**config.mk**
```make
export PLATFORM = sky130hd
export DESIGN_NAME = access_guard
export DESIGN_NICKNAME = d
export VERILOG_FILES = /design/src/rtl/access_guard_pkg.sv /design/src/rtl/ag_rst_sync.sv /design/src/rtl/ag_perm_rights.sv /design/src/rtl/ag_access_judge.sv /design/src/rtl/ag_fault_regs.sv /design/src/rtl/access_guard.sv
export SDC_FILE = /design/constraint.sdc
export NUM_CORES = 1
export LEC_CHECK = 0
export ABC_AREA = 1
export ABC_CLOCK_PERIOD_IN_PS = 1550
export BUFFER_PORTS_ARGS = -buffer_cell sky130_fd_sc_hd__buf_2
export CAP_MARGIN = 20
export CORE_MARGIN = 2
export CORE_UTILIZATION = 43
export CTS_BUF_LIST = sky130_fd_sc_hd__clkbuf_8
export DETAILED_ROUTE_END_ITERATION = 7
export GPL_TIMING_DRIVEN = 0
export PLACE_DENSITY = 0.78
export SETUP_SLACK_MARGIN = 0.02
export SLEW_MARGIN = 20
export SYNTH_ARGS = -nofsm -noshare
export SYNTH_HDL_FRONTEND = slang
export SYNTH_SLANG_ARGS = --single-unit
```
**constraint.sdc**
```tcl
create_clock -name clk -period 1.55 [get_ports clk]
set_clock_uncertainty 0.2 [all_clocks]
set_input_delay 0.155 -clock clk [delete_from_list [all_inputs] [get_ports clk]]
set_output_delay 0.155 -clock clk [all_outputs]
set_load 0.02 [all_outputs]
```
**src/rtl/access_guard_pkg.sv**
```systemverilog
package access_guard_pkg;

  localparam int FSR_W    = 10;
  localparam int OVF_BIT  = 0;
  localparam int VLD_BIT  = 1;
  localparam int TYPE_LSB = 2;
  localparam int TYPE_W   = 3;
  localparam int IDX_LSB  = 5;
  localparam int IDX_W    = 3;
  localparam int LVL_LSB  = 8;
  localparam int LVL_W    = 2;

  localparam logic [TYPE_W-1:0] TYPE_PROT = 3'd2;
  localparam logic [TYPE_W-1:0] TYPE_PRIV = 3'd3;

  typedef enum logic [1:0] {
    ERR_NONE = 2'd0,
    ERR_WALK = 2'd1,
    ERR_PROT = 2'd2,
    ERR_PRIV = 2'd3
  } err_kind_e;

  typedef struct packed {
    logic rd;
    logic wr;
    logic ex;
  } rights_t;

endpackage

```
**src/rtl/ag_rst_sync.sv**
```systemverilog
module ag_rst_sync #(
  parameter int STAGES = 2
) (
  input  logic clk,
  input  logic rst_n,
  output logic rst_n_sync
);

  logic [STAGES-1:0] sync_q;

  always_ff @(posedge clk or negedge rst_n) begin
    if (!rst_n) begin
      sync_q <= '0;
    end else begin
      sync_q <= {sync_q[STAGES-2:0], 1'b1};
    end
  end

  assign rst_n_sync = sync_q[STAGES-1];

endmodule

```
**src/rtl/ag_perm_rights.sv**
```systemverilog
module ag_perm_rights
  import access_guard_pkg::*;
(
  input  logic [2:0] perm,
  input  logic       is_super,
  output rights_t    rights,
  output logic       priv_block
);

  // User level loses every right on the two supervisor-only encodings.
  always_comb begin
    rights = '0;
    if (is_super) begin
      unique case (perm)
        3'd0: rights = '{rd: 1'b1, wr: 1'b0, ex: 1'b0};
        3'd1: rights = '{rd: 1'b1, wr: 1'b1, ex: 1'b0};
        3'd2: rights = '{rd: 1'b1, wr: 1'b0, ex: 1'b1};
        3'd3: rights = '{rd: 1'b1, wr: 1'b1, ex: 1'b1};
        3'd4: rights = '{rd: 1'b0, wr: 1'b0, ex: 1'b1};
        3'd5: rights = '{rd: 1'b1, wr: 1'b1, ex: 1'b0};
        3'd6: rights = '{rd: 1'b1, wr: 1'b0, ex: 1'b1};
        default: rights = '{rd: 1'b1, wr: 1'b1, ex: 1'b1};
      endcase
    end else begin
      unique case (perm)
        3'd0: rights = '{rd: 1'b1, wr: 1'b0, ex: 1'b0};
        3'd1: rights = '{rd: 1'b1, wr: 1'b1, ex: 1'b0};
        3'd2: rights = '{rd: 1'b1, wr: 1'b0, ex: 1'b1};
        3'd3: rights = '{rd: 1'b1, wr: 1'b1, ex: 1'b1};
        3'd4: rights = '{rd: 1'b0, wr: 1'b0, ex: 1'b1};
        3'd5: rights = '{rd: 1'b1, wr: 1'b0, ex: 1'b0};
        default: rights = '0;
      endcase
    end
  end

  assign priv_block = !is_super && (perm[2:1] == 2'b11);

endmodule

```
**src/rtl/ag_access_judge.sv**
```systemverilog
module ag_access_judge
  import access_guard_pkg::*;
(
  input  logic            clk,
  input  logic            rst_n,
  input  logic            valid,
  input  logic            is_write,
  input  logic            is_fetch,
  input  logic            is_super,
  input  logic [2:0]      perm,
  input  logic            nofault,
  input  logic [2:0]      walk_ftype,
  output logic [IDX_W-1:0] acc_idx,
  output logic            allow,
  output err_kind_e       err
);

  rights_t   rights;
  logic      priv_block;
  logic      need_rd;
  logic      missing;
  logic      user_masked;
  err_kind_e perm_err;

  ag_perm_rights u_rights (
    .perm       (perm),
    .is_super   (is_super),
    .rights     (rights),
    .priv_block (priv_block)
  );

  assign acc_idx = {is_write, is_fetch, is_super};
  assign need_rd = !is_write && !is_fetch;

  always_comb begin
    missing = (need_rd && !rights.rd) ||
              (is_write && !rights.wr) ||
              (is_fetch && !rights.ex);
    if (priv_block) begin
      perm_err = ERR_PRIV;
    end else if (missing) begin
      perm_err = ERR_PROT;
    end else begin
      perm_err = ERR_NONE;
    end
  end

  assign user_masked = nofault && !is_super;

  always_comb begin
    allow = 1'b0;
    err   = ERR_NONE;
    if (valid) begin
      if (walk_ftype != 3'd0) begin
        err = ERR_WALK;
      end else if ((perm_err != ERR_NONE) && !user_masked) begin
        err = perm_err;
      end else begin
        allow = 1'b1;
      end
    end
  end

  // user access to supervisor-only encodings is a privilege error
  assert_priv_user_R3 : assert property (@(posedge clk) disable iff (!rst_n)
    (valid && !is_super && perm[2:1] == 2'b11 && walk_ftype == 3'd0 && !nofault)
      |-> (err == ERR_PRIV && !allow));

  // no-fault mode lets every successfully walked user access through
  assert_nofault_pass_R5 : assert property (@(posedge clk) disable iff (!rst_n)
    (valid && nofault && !is_super && walk_ftype == 3'd0) |-> (allow && err == ERR_NONE));

  // walker faults are never masked
  assert_walk_refuse_R6 : assert property (@(posedge clk) disable iff (!rst_n)
    (valid && walk_ftype != 3'd0) |-> (!allow && err == ERR_WALK));

endmodule

```
**src/rtl/ag_fault_regs.sv**
```systemverilog
module ag_fault_regs
  import access_guard_pkg::*;
#(
  parameter int VA_W = 32
) (
  input  logic             clk,
  input  logic             rst_n,
  input  logic             fault_ev,
  input  logic [FSR_W-1:0] fault_word,
  input  logic [VA_W-1:0]  vaddr,
  input  logic             rd,
  output logic [FSR_W-1:0] fsr_q,
  output logic [VA_W-1:0]  far_q
);

  localparam logic [FSR_W-1:0] OVF_WORD = FSR_W'(1) << OVF_BIT;

  logic [FSR_W-1:0] base;
  logic [FSR_W-1:0] fsr_d;
  logic [VA_W-1:0]  far_d;
  logic             fsr_en;
  logic             far_en;

  // A read in the same cycle consumes the old report before the new one lands.
  always_comb begin
    base = rd ? '0 : fsr_q;
    fsr_d = base;
    if (fault_ev) begin
      fsr_d = ((base != '0) ? OVF_WORD : '0) | fault_word;
    end
    far_d = fault_ev ? vaddr : '0;
    fsr_en = fault_ev || rd;
    far_en = fault_ev || rd;
  end

  always_ff @(posedge clk or negedge rst_n) begin
    if (!rst_n) begin
      fsr_q <= '0;
      far_q <= '0;
    end else begin
      if (fsr_en) fsr_q <= fsr_d;
      if (far_en) far_q <= far_d;
    end
  end

  // a read with no fault empties the status word
  assert_read_clears_R9 : assert property (@(posedge clk) disable iff (!rst_n)
    (rd && !fault_ev) |=> (fsr_q == '0 && far_q == '0));

  // a fault on top of an unread report flags overflow
  assert_overflow_flag_R8 : assert property (@(posedge clk) disable iff (!rst_n)
    (fault_ev && !rd && fsr_q != '0) |=> fsr_q[OVF_BIT]);

  // a fault during a read is a fresh report
  assert_collide_fresh_R10 : assert property (@(posedge clk) disable iff (!rst_n)
    (fault_ev && rd) |=> !fsr_q[OVF_BIT]);

  // every fault marks the report valid and captures its address
  assert_capture_R7 : assert property (@(posedge clk) disable iff (!rst_n)
    fault_ev |=> (fsr_q[VLD_BIT] && far_q == $past(vaddr)));

  // without fault or read the registers hold
  assert_hold_R12 : assert property (@(posedge clk) disable iff (!rst_n)
    (!fault_ev && !rd) |=> ($stable(fsr_q) && $stable(far_q)));

endmodule

```
**src/rtl/access_guard.sv**
```systemverilog
module access_guard
  import access_guard_pkg::*;
#(
  parameter int VA_W = 32
) (
  input  logic             clk,
  input  logic             rst_n,
  input  logic             acc_valid,
  input  logic             acc_write,
  input  logic             acc_fetch,
  input  logic             acc_super,
  input  logic [2:0]       acc_perm,
  input  logic [VA_W-1:0]  acc_vaddr,
  input  logic             nofault_en,
  input  logic [2:0]       walk_ftype,
  input  logic [1:0]       walk_level,
  input  logic             fsr_rd,
  output logic             acc_allow,
  output logic [1:0]       acc_err,
  output logic [FSR_W-1:0] fsr_q,
  output logic [VA_W-1:0]  far_q
);

  logic             rst_n_s;
  logic [IDX_W-1:0] acc_idx;
  err_kind_e        err_kind;
  logic             fault_ev;
  logic [FSR_W-1:0] fault_word;
  logic [TYPE_W-1:0] f_type;
  logic [LVL_W-1:0]  f_level;

  ag_rst_sync #(.STAGES(2)) u_rst_sync (
    .clk        (clk),
    .rst_n      (rst_n),
    .rst_n_sync (rst_n_s)
  );

  ag_access_judge u_judge (
    .clk        (clk),
    .rst_n      (rst_n_s),
    .valid      (acc_valid),
    .is_write   (acc_write),
    .is_fetch   (acc_fetch),
    .is_super   (acc_super),
    .perm       (acc_perm),
    .nofault    (nofault_en),
    .walk_ftype (walk_ftype),
    .acc_idx    (acc_idx),
    .allow      (acc_allow),
    .err        (err_kind)
  );

  always_comb begin
    f_type  = TYPE_PROT;
    f_level = '0;
    unique case (err_kind)
      ERR_WALK: begin
        f_type  = walk_ftype;
        f_level = walk_level;
      end
      ERR_PRIV: f_type = TYPE_PRIV;
      default:  f_type = TYPE_PROT;
    endcase
    fault_word = '0;
    fault_word[VLD_BIT]               = 1'b1;
    fault_word[TYPE_LSB +: TYPE_W]    = f_type;
    fault_word[IDX_LSB  +: IDX_W]     = acc_idx;
    fault_word[LVL_LSB  +: LVL_W]     = f_level;
  end

  assign fault_ev = (err_kind != ERR_NONE);
  assign acc_err  = err_kind;

  ag_fault_regs #(.VA_W(VA_W)) u_fregs (
    .clk        (clk),
    .rst_n      (rst_n_s),
    .fault_ev   (fault_ev),
    .fault_word (fault_word),
    .vaddr      (acc_vaddr),
    .rd         (fsr_rd),
    .fsr_q      (fsr_q),
    .far_q      (far_q)
  );

  // an idle cycle neither allows nor reports
  assert_idle_quiet_R12 : assert property (@(posedge clk) disable iff (!rst_n_s)
    !acc_valid |-> (!acc_allow && acc_err == 2'd0));

endmodule

```
==> metrics.md, run 1 <==
| Metric | Value |
|---|---|
| Fin. Hold Viols | 0 |
| Vias in the first global route | 2076 |
| Sink of the worst hold path | u_fregs.fsr_q[2] |
| Cell mode on critical path | nand2_1 |
| Worst hold stages | 5 |
| Fin crit share | 0.891 |
| CTS Sinks | 44 |
| Via count | 2037 |
| Gate power share | 0.238 |
| CP top delay family | simple AND/OR/NAND/NOR gates |
| Mapped cell area | 0.00193 mm^2 |
| Status | complete, no violations |
| Synth top cells by count | nand2_1, dfrtp_1, nand3_1, inv_1 |
| Slowest-stage cell, CP | buf_2 |
| Num ports | 93 |
| Mean Syn Cell Area | 8.41 um^2 |
| First-pass GRT wire length | 9030 um |
| Int Pwr | 2.01 mW |
| R2R setup slack | 300 ps |
| Critical path endpoint category | output port |
| Root Driver | clkbuf_8 |
| Post-route minimum period | 1380 ps |
| Hold_ws | 24.6 ps |
| Worst Reg-to-Reg Cells | 6 |
| Chip Height | 70.9 um |
| Leakage | 1.73 nW |
| Min-delay worst type | input pin to flop |
| Cell variety after synth | 23 |
| Ant diodes | 0 |
| Worst slew pin tran | 515 ps |
| Syn Inst Count | 229 |
| Final Max Tran Viols | 0 |
| Worst Path Buf+Inv | 3 |
| DR pass1 iterations | 6 |
| Total track usage | 0.227 |
| IO Port Bufs | 92 |
| R2r endpoint | u_fregs.fsr_q[0] |
| Fmax | 724 MHz |
| Hold_sp | acc_valid |
| Yosys top cell area share | 0.571 |
| DRC Markers | 0 |
| Critical path type | input pin to output port |
| Synth Register Bits | 44 |
| Final setup vio count | 0 |
| Final HPWL DP | 3470 um |
| Worst VDD drop | 0.619 mV |
| RePlAce Congestion | 0.831 |
| Antenna violations before repair | 0 |
| Clock Tree Buf Depth | 2 |
| Htree depth | 2 |
| Crit path max fanout | 5 |
| Clk Latency, worst-skew pair | 290 ps |
| Initial Utilization | 0.446 |
| Sequential share of the synthesized area | 0.571 |
| Count leader, synth | nand2_1 |
| Clk network pwr share | 0.298 |
| Pin count of the biggest net entering global routing | 23 |
| Maximum capacitance violations | 0 |
| Area contributors post-synth | dfrtp_1, nand2_1, nand3_1 |
| Filler cell count | 335 |
| Net Count, Synth | 277 |
| Initial drt markers | 120 |
| RSZ-0062 raised after global routing | true |
| Slew margin rel. | 0.657 |
| Number of cells on the critical path | 9 |
| Setup TNS | 0 ps |
| Post-Route WL | 5450 um |
| Finished layout cell area | 0.00306 mm^2 |
| Cell Area, Placed | 0.00249 mm^2 |
| Row count | 24 |
| Vias/cell | 4.75 |
| Nets | 424 |
| Die width | 70.9 um |
| EDFF count, synth | 0 |
| Net Sw Power | 827 uW |
| CP cell instances | buf_2, inv_2, nand3_1, nand2_1, nand2_1, nand3_2, nand2_1, nor2_4, buf_2 |
| Max incr delay on CP | 180 ps |
| Routed wire per std cell | 12.7 um |
| Reg-to-Reg Start | u_fregs.fsr_q[4] |
| Cts bufs inserted | 5 |
| Core box area | 0.00432 mm^2 |
| Final Total Pwr | 2.84 mW |
| Arrival time worst endpoint | 1030 ps |
| Sw Share | 0.292 |
| Final antenna-violating net count | 0 |
| Sequential group share of total power | 0.464 |
| Clock transition at path regs | 80 ps |
| Critical Path RT | 1190 ps |
| Pwr/cell area | 925 mW/mm^2 |
| Total congestion overflow | 0 |
| Async SR Flop Fraction | 1.00 |
| CTS tree | yes |
| Die area | 0.00503 mm^2 |
| CP startpoint kind | input pin |
| Area Overhead vs Synth | 59.0% |
| Layout cells sized above 1 | 0.316 |
| Main synth FF type | dfrtp_1 |
| Ys Warns | 0 |
| Cell accounting for the most synthesized area | dfrtp_1 |
## repair_timing
action / 4_1_cts / 5_1_grt
gates resized for setup: 0 / 1
hold endpoints to repair: 42 / 2
hold buffers: 47 / 1
buffers inserted: 0 / 1
endpoints found under the setup margin: 0 / 23
## stage by stage
step / worst slack, ps / utilization / instances
2_1_floorplan: 34.8 / - / 229
3_3_place_gp: -409 / 0.568 / 373
3_5_place_dp: -142 / 0.575 / 374
4_1_cts: 50.5 / 0.709 / 429
5_1_grt: 7.81 / 0.709 / 429
6_report: 169 / 0.709 / 429
## state kept, by name, indices dropped and copies added, names as in the netlist
name and count:
u_fregs.far_q 32, u_fregs.fsr_q 10, u_rst_sync.sync_q 2
## power by group through the flow
| stage | clock, mW | sequential [mW] | combinational, mW |
|---|---|---|---|
| 6_report | 0.845 | 1.32 | 0.675 |
| 5_1_grt | 0.928 | 1.33 | 0.739 |
| 4_1_cts | 0.864 | 1.31 | 0.669 |
| 3_5_place_dp | 0 | 1.34 | 0.579 |
| 3_3_place_gp | 0 | 1.34 | 0.550 |
| 2_1_floorplan | 0 | 1.47 | 0.207 |
## worst register-to-register path: cells and delay by family, from the launching register on
family / cells / cell delay [ps]
simple gates: 5 / 460
compound gates: 1 / 90
flops: 1 / 390
## kinds of logic (layout without fill, tap and decap cells)
logic type | after synthesis | after routing | synth area share
and+or+nand+nor | 152 | 152 | 0.340
DFF | 44 | 44 | 0.571
buffers and inverters | 23 | 171 | 0.0617
AOI/OAI and AO/OA | 9 | 9 | 0.0247
other | 1 | 1 | 0.00195
## routing by layer
| metal | wire length (um) | global-route usage | vias to the layer above |
|---|---|---|---|
| met5 | 0 | 0 | - |
| li1 | - | - | 1023 |
| met2 | 2870 | 0.422 | 72 |
| met3 | 333 | 0.0527 | 6 |
| met1 | 2200 | 0.265 | 936 |
| met4 | 44 | 0.0566 | 0 |
## cells in the final DEF, fill, tap and decap left out, drive strengths merged
master	synthesis	layout
buf	11	105
nand2	101	101
dlygate4sd3	0	46
dfrtp	44	44
nand3	37	37
inv	11	12
nor2	9	9
o21ai	7	7
clkbuf	1	6
nand4	2	2
nor3	2	2
a21oi	1	1
o211ai	1	1
nor3b	1	1
bufinv	0	1
clkinv	0	1
conb	1	1
## worst max path at each step
| stage | end | from | slack (ps) |
|---|---|---|---|
| after floorplan | u_fregs.far_q[0] | u_rst_sync.sync_q[1] | 30 |
| final | acc_err[1] | acc_super | 170 |
| after global placement | u_fregs.far_q[20] | u_rst_sync.sync_q[1] | -410 |
| after global routing | u_fregs.far_q[21] | acc_write | 8 |
| after CTS | u_fregs.fsr_q[3] | walk_ftype[1] | 50 |
| after detailed placement | u_fregs.far_q[21] | acc_write | -140 |
## final cells by class
type / count / area, um^2 / share of cell area
multi-input cells: 162 / 712 / 0.232
well taps: 52 / 65.1 / 0.0212
inverters: 11 / 41.3 / 0.0135
plain buffers: 12 / 77.6 / 0.0253
clock inverters: 3 / 38.8 / 0.0127
flip-flops and latches: 44 / 1100 / 0.360
repair buffers: 140 / 958 / 0.313
clock buffers: 5 / 68.8 / 0.0225
(Power assumes the default switching activity.)
==> run 2, diff against run 1 <==
SYNTH_HIERARCHICAL = 1   (was unset)
==> run 2 against run 1 <==
Against the previous run:
- the flow now finishes with violations (setup timing)
- sequential share of layout area is 3.2 points lower
- final cell count grew 3.0%
- critical endpoint is now u_fregs/far_q[9]
- highest routed layer unchanged
- sequential power about the same
==> metrics.md, run 2 <==
| Metric | Value |
|---|---|
| Status | finished, violations left |
| Violated checks | setup timing |
| Sequential share of the synthesized area | 0.561 (-0.0106) |
| Fin. Hold Viols | 0 (unchanged) |
| Clock Tree Buf Depth | 2 (unchanged) |
| Initial drt markers | 137 (+14%) |
| Post-Route WL | 5910 um (+8.3%) |
| Cts bufs inserted | 5 (unchanged) |
| CTS tree | yes |
| Net Count, Synth | 287 (+3.6%) |
| Row count | 24 (unchanged) |
| Final antenna-violating net count | 0 (unchanged) |
| Worst Reg-to-Reg Cells | 4 (-2) |
| RSZ-0062 raised after global routing | true |
| Mapped cell area | 0.00196 mm^2 (+1.9%) |
| Root Driver | clkbuf_8 |
| Critical path endpoint category | flop |
| Yosys top cell area share | 0.561 (-0.0106) |
| Cell variety after synth | 19 (-17%) |
| Hold_sp | walk_ftype[0] |
| Layout cells sized above 1 | 0.413 (+0.0972) |
| Cell accounting for the most synthesized area | dfrtp_1 |
| DRC Markers | 0 (unchanged) |
| Min-delay worst type | input pin to flop |
| R2r endpoint | u_fregs/fsr_q[0] |
| Post-route minimum period | 1600 ps (+219 ps) |
| Die width | 71.6 um (+0.88%) |
| Leading cell type in the layout, fill and taps excluded | nand2_1 |
| Count leader, synth | nand2_1 |
| Ant diodes | 0 (unchanged) |
| Largest family of logic cells by synthesized area | simple AND/OR/NAND/NOR gates |
| Reg-to-Reg Start | u_fregs/fsr_q[8] |
| Worst hold stages | 5 (unchanged) |
| XOR/XNOR share of the synthesized area | 0 (unchanged) |
| IO Port Bufs | 92 (unchanged) |
| Synth Area in Adders | 0 (unchanged) |
| Area Overhead vs Synth | 71.6% |
| Total track usage | 0.233 (+0.00589) |
| Simple-gate portion of the synthesized area | 0.324 (-0.0165) |
| Crit path max fanout | 10 (+5) |
| Top flop regs | u_fregs/far_q (32), u_fregs/fsr_q (10), u_rst_sync/sync_q (2) |
| Max reg flops | 32 (unchanged) |
| Finished layout cell area | 0.00337 mm^2 (+9.9%) |
| Main synth FF type | dfrtp_1 |
| Critical Path RT | 1530 ps (+340 ps) |
| DR pass1 iterations | 4 (-2) |
| First-pass GRT wire length | 9510 um (+5.4%) |
| Maximum capacitance violations | 0 (unchanged) |
| Final Max Tran Viols | 0 (unchanged) |
| Leakage | 1.87 nW (+7.9%) |
| Post-synthesis mux area share | 0 (unchanged) |
| Chip Height | 71.6 um (+0.88%) |
| Worst VDD drop | 0.718 mV (+16%) |
| Fmax | 625 MHz (-14%) |
| Nets | 437 (+3.1%) |
| Antenna violations before repair | 0 (unchanged) |
| CP startpoint kind | input pin |
| Pre-CTS setup slack | -408 ps (-266 ps) |
| Async SR Flop Fraction | 1.00 (unchanged) |
| Reg with most FFs | u_fregs/far_q |
| Pin count of the biggest net entering global routing | 25 (+8.7%) |
| Cell Area, Placed | 0.00266 mm^2 (+7.1%) |
| Final HPWL DP | 3520 um (+1.5%) |
| Critical path type | input pin to flop |
| Most frequent cells in the layout | nand2_1, buf_2, dfrtp_1 |
| Compound-cell area share of the yosys netlist | 0.0293 (+0.00464) |
| Synth top cells by count | nand2_1, dfrtp_1, nand3_1, inv_1, buf_2 |
| Clock transition at path regs | 80 ps (about the same) |
| Mean Syn Cell Area | 8.21 um^2 (-2.4%) |
| Num ports | 93 (unchanged) |
| Total congestion overflow | 0 (unchanged) |
| RePlAce Congestion | 0.765 (-7.9%) |
| Synth Register Bits | 44 (unchanged) |
| R2R setup slack | 360 ps (+60 ps) |
| EDFF count, synth | 0 (unchanged) |
| Setup TNS | -633 ps (-633 ps) |
| Via count | 2121 (+4.1%) |
| Pwr/cell area | 830 mW/mm^2 (-10%) |
| Area contributors post-synth | dfrtp_1, nand2_1, nand3_1 |
| Die area | 0.00512 mm^2 (+1.8%) |
| Fin crit share | 1.03 (+0.141) |
| Sink of the worst hold path | u_fregs/fsr_q[2] |
| Routed wire per std cell | 13.4 um (+5.1%) |
| Arrival time worst endpoint | 1580 ps (+550 ps) |
| Syn Inst Count | 239 (+4.4%) |
| Core box area | 0.00438 mm^2 (+1.4%) |
| Ys Warns | 6 (+6) |
| Vias/cell | 4.80 (+1.1%) |
| Final setup vio count | 34 (+34) |
| Initial Utilization | 0.448 (+0.00217) |
| Final worst setup slack | -50.0 ps (-219 ps) |
| Vias in the first global route | 2158 (+3.9%) |
| Htree depth | 2 (unchanged) |
| Final Total Pwr | 2.80 mW (-1.4%) |
| CTS Sinks | 44 (unchanged) |
| Clk Latency, worst-skew pair | 290 ps (about the same) |
run 2: cell count changes after synthesis, moves of 4 or more:
cell	before	now
nand3_1	35	44
o21ai_0	7	2
buf_2	5	9
buf_4	3	7
nand2_1	100	96
run 2: how the worst max path moves through the flow:
stage                               from                end  slack, ps  depth (start not counted)
floorplan                      acc_super   u_fregs/fsr_q[1]       -160                         15
global placement    u_rst_sync/sync_q[1]  u_fregs/far_q[27]       -450                          0
detailed placement             acc_super   u_fregs/far_q[7]       -410                         16
CTS                          acc_perm[2]  u_fregs/far_q[29]          3                         14
global route                 acc_perm[1]   u_fregs/far_q[5]       -110                         17
finish                         acc_super   u_fregs/far_q[9]        -50                         16
run 2: stage by stage:
| step | hold slack, ps | cells | util |
|---|---|---|---|
| final | 20.9 | 442 | 0.768 |
| after global routing | 64.4 | 442 | 0.768 |
| after CTS | -112 | 440 | 0.749 |
| after detailed placement | -256 | 384 | 0.608 |
| after global placement | -254 | 383 | 0.601 |
| after floorplan | -341 | 239 | - |
run 2: critical path, cell delays in order:
cell     delay, ps
buf_8          110
inv_12          40
nand2_2         40
nand2_1         90
nand2_1         70
or2_0          210
nand3_2         90
nand2_2         60
nor2_4         110
inv_2           50
nand2_2         70
buf_6          130
inv_8           60
buf_8          140
nand3_1         90
nand2_1         60
run 2: layout make-up:
class                           count  area (um^2)
Buffer                             16          156
Clock buffer                        6         82.6
Clock inverter                      2         11.3
Fill cell                         301         1020
Inverter                           13         68.8
Multi-Input combinational cell    165          842
Sequential cell                    44         1100
Tap cell                           52         65.1
Timing Repair Buffer              144         1040
run 2: cell families after synthesis:
logic type	Yosys count
and+or+nand+nor	152
DFF	44
AOI/OAI and AO/OA	10
buffers and inverters	30
other	3
run 2: power by group:
part           internal [mW]  total (mW)  switching, mW
registers               1.24        1.32         0.0721
clock network          0.356       0.731          0.375
logic                  0.341       0.747          0.406
run 2: routing by layer:
layer | share of wire | track usage | wire (um) | vias up
met5 | 0 | 0 | 0 | -
met4 | 0.0098 | 0.0608 | 58 | 0
met3 | 0.060 | 0.0549 | 355 | 6
met2 | 0.53 | 0.406 | 3130 | 80
met1 | 0.40 | 0.293 | 2370 | 986
li1 | - | - | - | 1049
run 2: repair_timing:
item / 4_1_cts / 5_1_grt
setup buffers: 7 / 1
cloned: 1 / 1
gates resized for setup: 15 / 20
pin swaps: 3 / 1
endpoints found under the hold margin: 41 / 1
setup endpoints to repair: 42 / 44
hold buffers: 40 / 1
==> run 3, diff against run 2 <==
HOLD_SLACK_MARGIN = 0.06   (was unset)
SKIP_CTS_REPAIR_TIMING = 1   (was unset)
SYNTH_HIERARCHICAL = unset   (was 1)
==> run 3 against run 2 <==
Against the previous run:
- the run ends with hold timing left
- non-clock buffer count decreased by 10
- core utilization decreased by 6.3 points
- clock-buffer cell count decreased by 1
- critical path depth decreased by 7
- largest power group unchanged
- highest routed layer unchanged
==> metrics.md, run 3 (same netlist as run 1, synthesis figures left out) <==
| Metric | Value |
|---|---|
| Final Total Pwr | 2.83 mW (+1.2%) |
| Ant diodes | 0 (unchanged) |
| Antenna violations before repair | 0 (unchanged) |
| Final worst setup slack | 104 ps (+154 ps) |
| Status | finished, violations left |
| Routed wire per std cell | 12.8 um (-4.4%) |
| Core box area | 0.00432 mm^2 (-1.4%) |
| Total congestion overflow | 0 (unchanged) |
| Worst VDD drop | 0.615 mV (-14%) |
| Cts bufs inserted | 5 (unchanged) |
| Final antenna-violating net count | 0 (unchanged) |
| CTS tree | yes |
| Clk Latency, worst-skew pair | 290 ps (about the same) |
| IO Port Bufs | 92 (unchanged) |
| Critical path type | input pin to flop |
| Arrival time worst endpoint | 1430 ps (-150 ps) |
| Fin crit share | 0.933 (-0.0996) |
| Num ports | 93 (unchanged) |
| Slowest-stage cell, CP | dlygate4sd3_1 |
| Top flop regs | u_fregs.far_q (32), u_fregs.fsr_q (10), u_rst_sync.sync_q (2) |
| Leading cell type in the layout, fill and taps excluded | nand2_1 |
| Cell mode on critical path | nand2_1 |
| Clock Tree Buf Depth | 2 (unchanged) |
| Row count | 24 (unchanged) |
| Finished layout cell area | 0.00305 mm^2 (-9.4%) |
| Reg with most FFs | u_fregs.far_q |
| Worst Path Buf+Inv | 3 (-3) |
| RSZ-0062 raised after global routing | true |
| Hold_ws | -87.5 ps (-108 ps) |
| Post-Route WL | 5450 um (-7.7%) |
| Clock transition at path regs | 70 ps (about the same) |
| Initial drt markers | 118 (-14%) |
| First-pass GRT wire length | 7530 um (-21%) |
| CTS Sinks | 44 (unchanged) |
| CP cell instances | buf_2, inv_1, dlygate4sd3_1, nand2_1, o21ai_0, nor3_1, nand4_1, nand2_1, nand2_1 |
| Post-route minimum period | 1450 ps (-154 ps) |
| Worst slew pin tran | 520 ps |
| Area Overhead vs Synth | 58.4% |
| Vias/cell | 4.78 (-0.39%) |
| Vias in the first global route | 1745 (-19%) |
| Root Driver | clkbuf_8 |
| Crit path max fanout | 3 (-7) |
| DRC Markers | 0 (unchanged) |
| Via count | 2041 (-3.8%) |
| CP startpoint kind | input pin |
| CP top delay family | buffers and inverters |
| Max incr delay on CP | 560 ps (+350 ps) |
| Final Max Tran Viols | 0 (unchanged) |
| Leakage | 1.72 nW (-7.7%) |
| Critical path endpoint category | flop |
| Cell Area, Placed | 0.00249 mm^2 (-6.7%) |
| Die area | 0.00503 mm^2 (-1.7%) |
| Total track usage | 0.189 (-0.0439) |
| Max reg flops | 32 (unchanged) |
| Most frequent cells in the layout | nand2_1, buf_2, dlygate4sd3_1 |
| RePlAce Congestion | 0.831 (+8.5%) |
| Nets | 422 (-3.4%) |
| Final setup vio count | 0 (-100%) |
| Die width | 70.9 um (-0.87%) |
| Layout cells sized above 1 | 0.315 (-0.0982) |
| Violated checks | hold timing |
| Fmax | 692 MHz (+11%) |
| Min-delay worst type | input pin to flop |
| Slew margin rel. | 0.653 |
| Pin count of the biggest net entering global routing | 23 (-8.0%) |
| DR pass1 iterations | 5 (+1) |
| Htree depth | 2 (unchanged) |
| Maximum capacitance violations | 0 (unchanged) |
| Pwr/cell area | 927 mW/mm^2 (+12%) |
| Final HPWL DP | 3470 um (-1.5%) |
| Chip Height | 70.9 um (-0.87%) |
| Critical Path RT | 1530 ps (about the same) |
| Pre-CTS setup slack | -142 ps (+266 ps) |
| Initial Utilization | 0.446 (-0.00217) |
| Fin. Hold Viols | 1 (+1) |
==> run 3: per-stage QoR <==
stage                      util  hold WS, ps  cells  setup TNS (ps)
after floorplan               -         -341    229               0
after global placement    0.568         -260    373          -19030
after detailed placement  0.575         -257    374           -2680
after CTS                 0.600         -577    382               0
after global routing      0.706        -82.8    427           -24.4
final                     0.706        -87.5    427               0
==> run 3: worst register-to-register path: cells and delay by family, from the launching register on <==
kind            cells  cell delay [ps]
simple gates        5              490
flops               1              380
compound gates      1               80
==> run 3: layout make-up <==
class | count | area (um^2)
Fill cell | 336 | 1270
Sequential cell | 44 | 1100
Timing Repair Buffer | 138 | 938
Multi-Input combinational cell | 162 | 712
Buffer | 12 | 85.1
Clock buffer | 5 | 68.8
Tap cell | 52 | 65.1
Inverter | 11 | 41.3
Clock inverter | 3 | 38.8
==> run 3: layer usage <==
metal	global-route usage	routed length, um	part of all wire
met3	0.0513	362	0.066
met1	0.249	2240	0.41
met4	0.0566	34	0.0062
met5	0	0	0
met2	0.309	2820	0.52
==> run 3: final timing paths <==
check,start,to,slack (ps),depth (start not counted)
worst max-delay path,fsr_rd,u_fregs.fsr_q[0],100,9
worst max register to register,u_fregs.fsr_q[4],u_fregs.fsr_q[0],290,6
worst min-delay path,acc_fetch,u_fregs.fsr_q[6],-90,3
worst min register to register,u_rst_sync.sync_q[1],u_fregs.far_q[4],50,0
max in group asynchronous,rst_n,u_rst_sync.sync_q[1],490,3
min in group asynchronous,u_rst_sync.sync_q[1],u_fregs.far_q[4],50,0
==> run 3: power by group <==
part,total [mW],internal [mW],switching [mW]
combinational,0.676,0.286,0.389
clock,0.839,0.471,0.368
sequential,1.32,1.25,0.0652
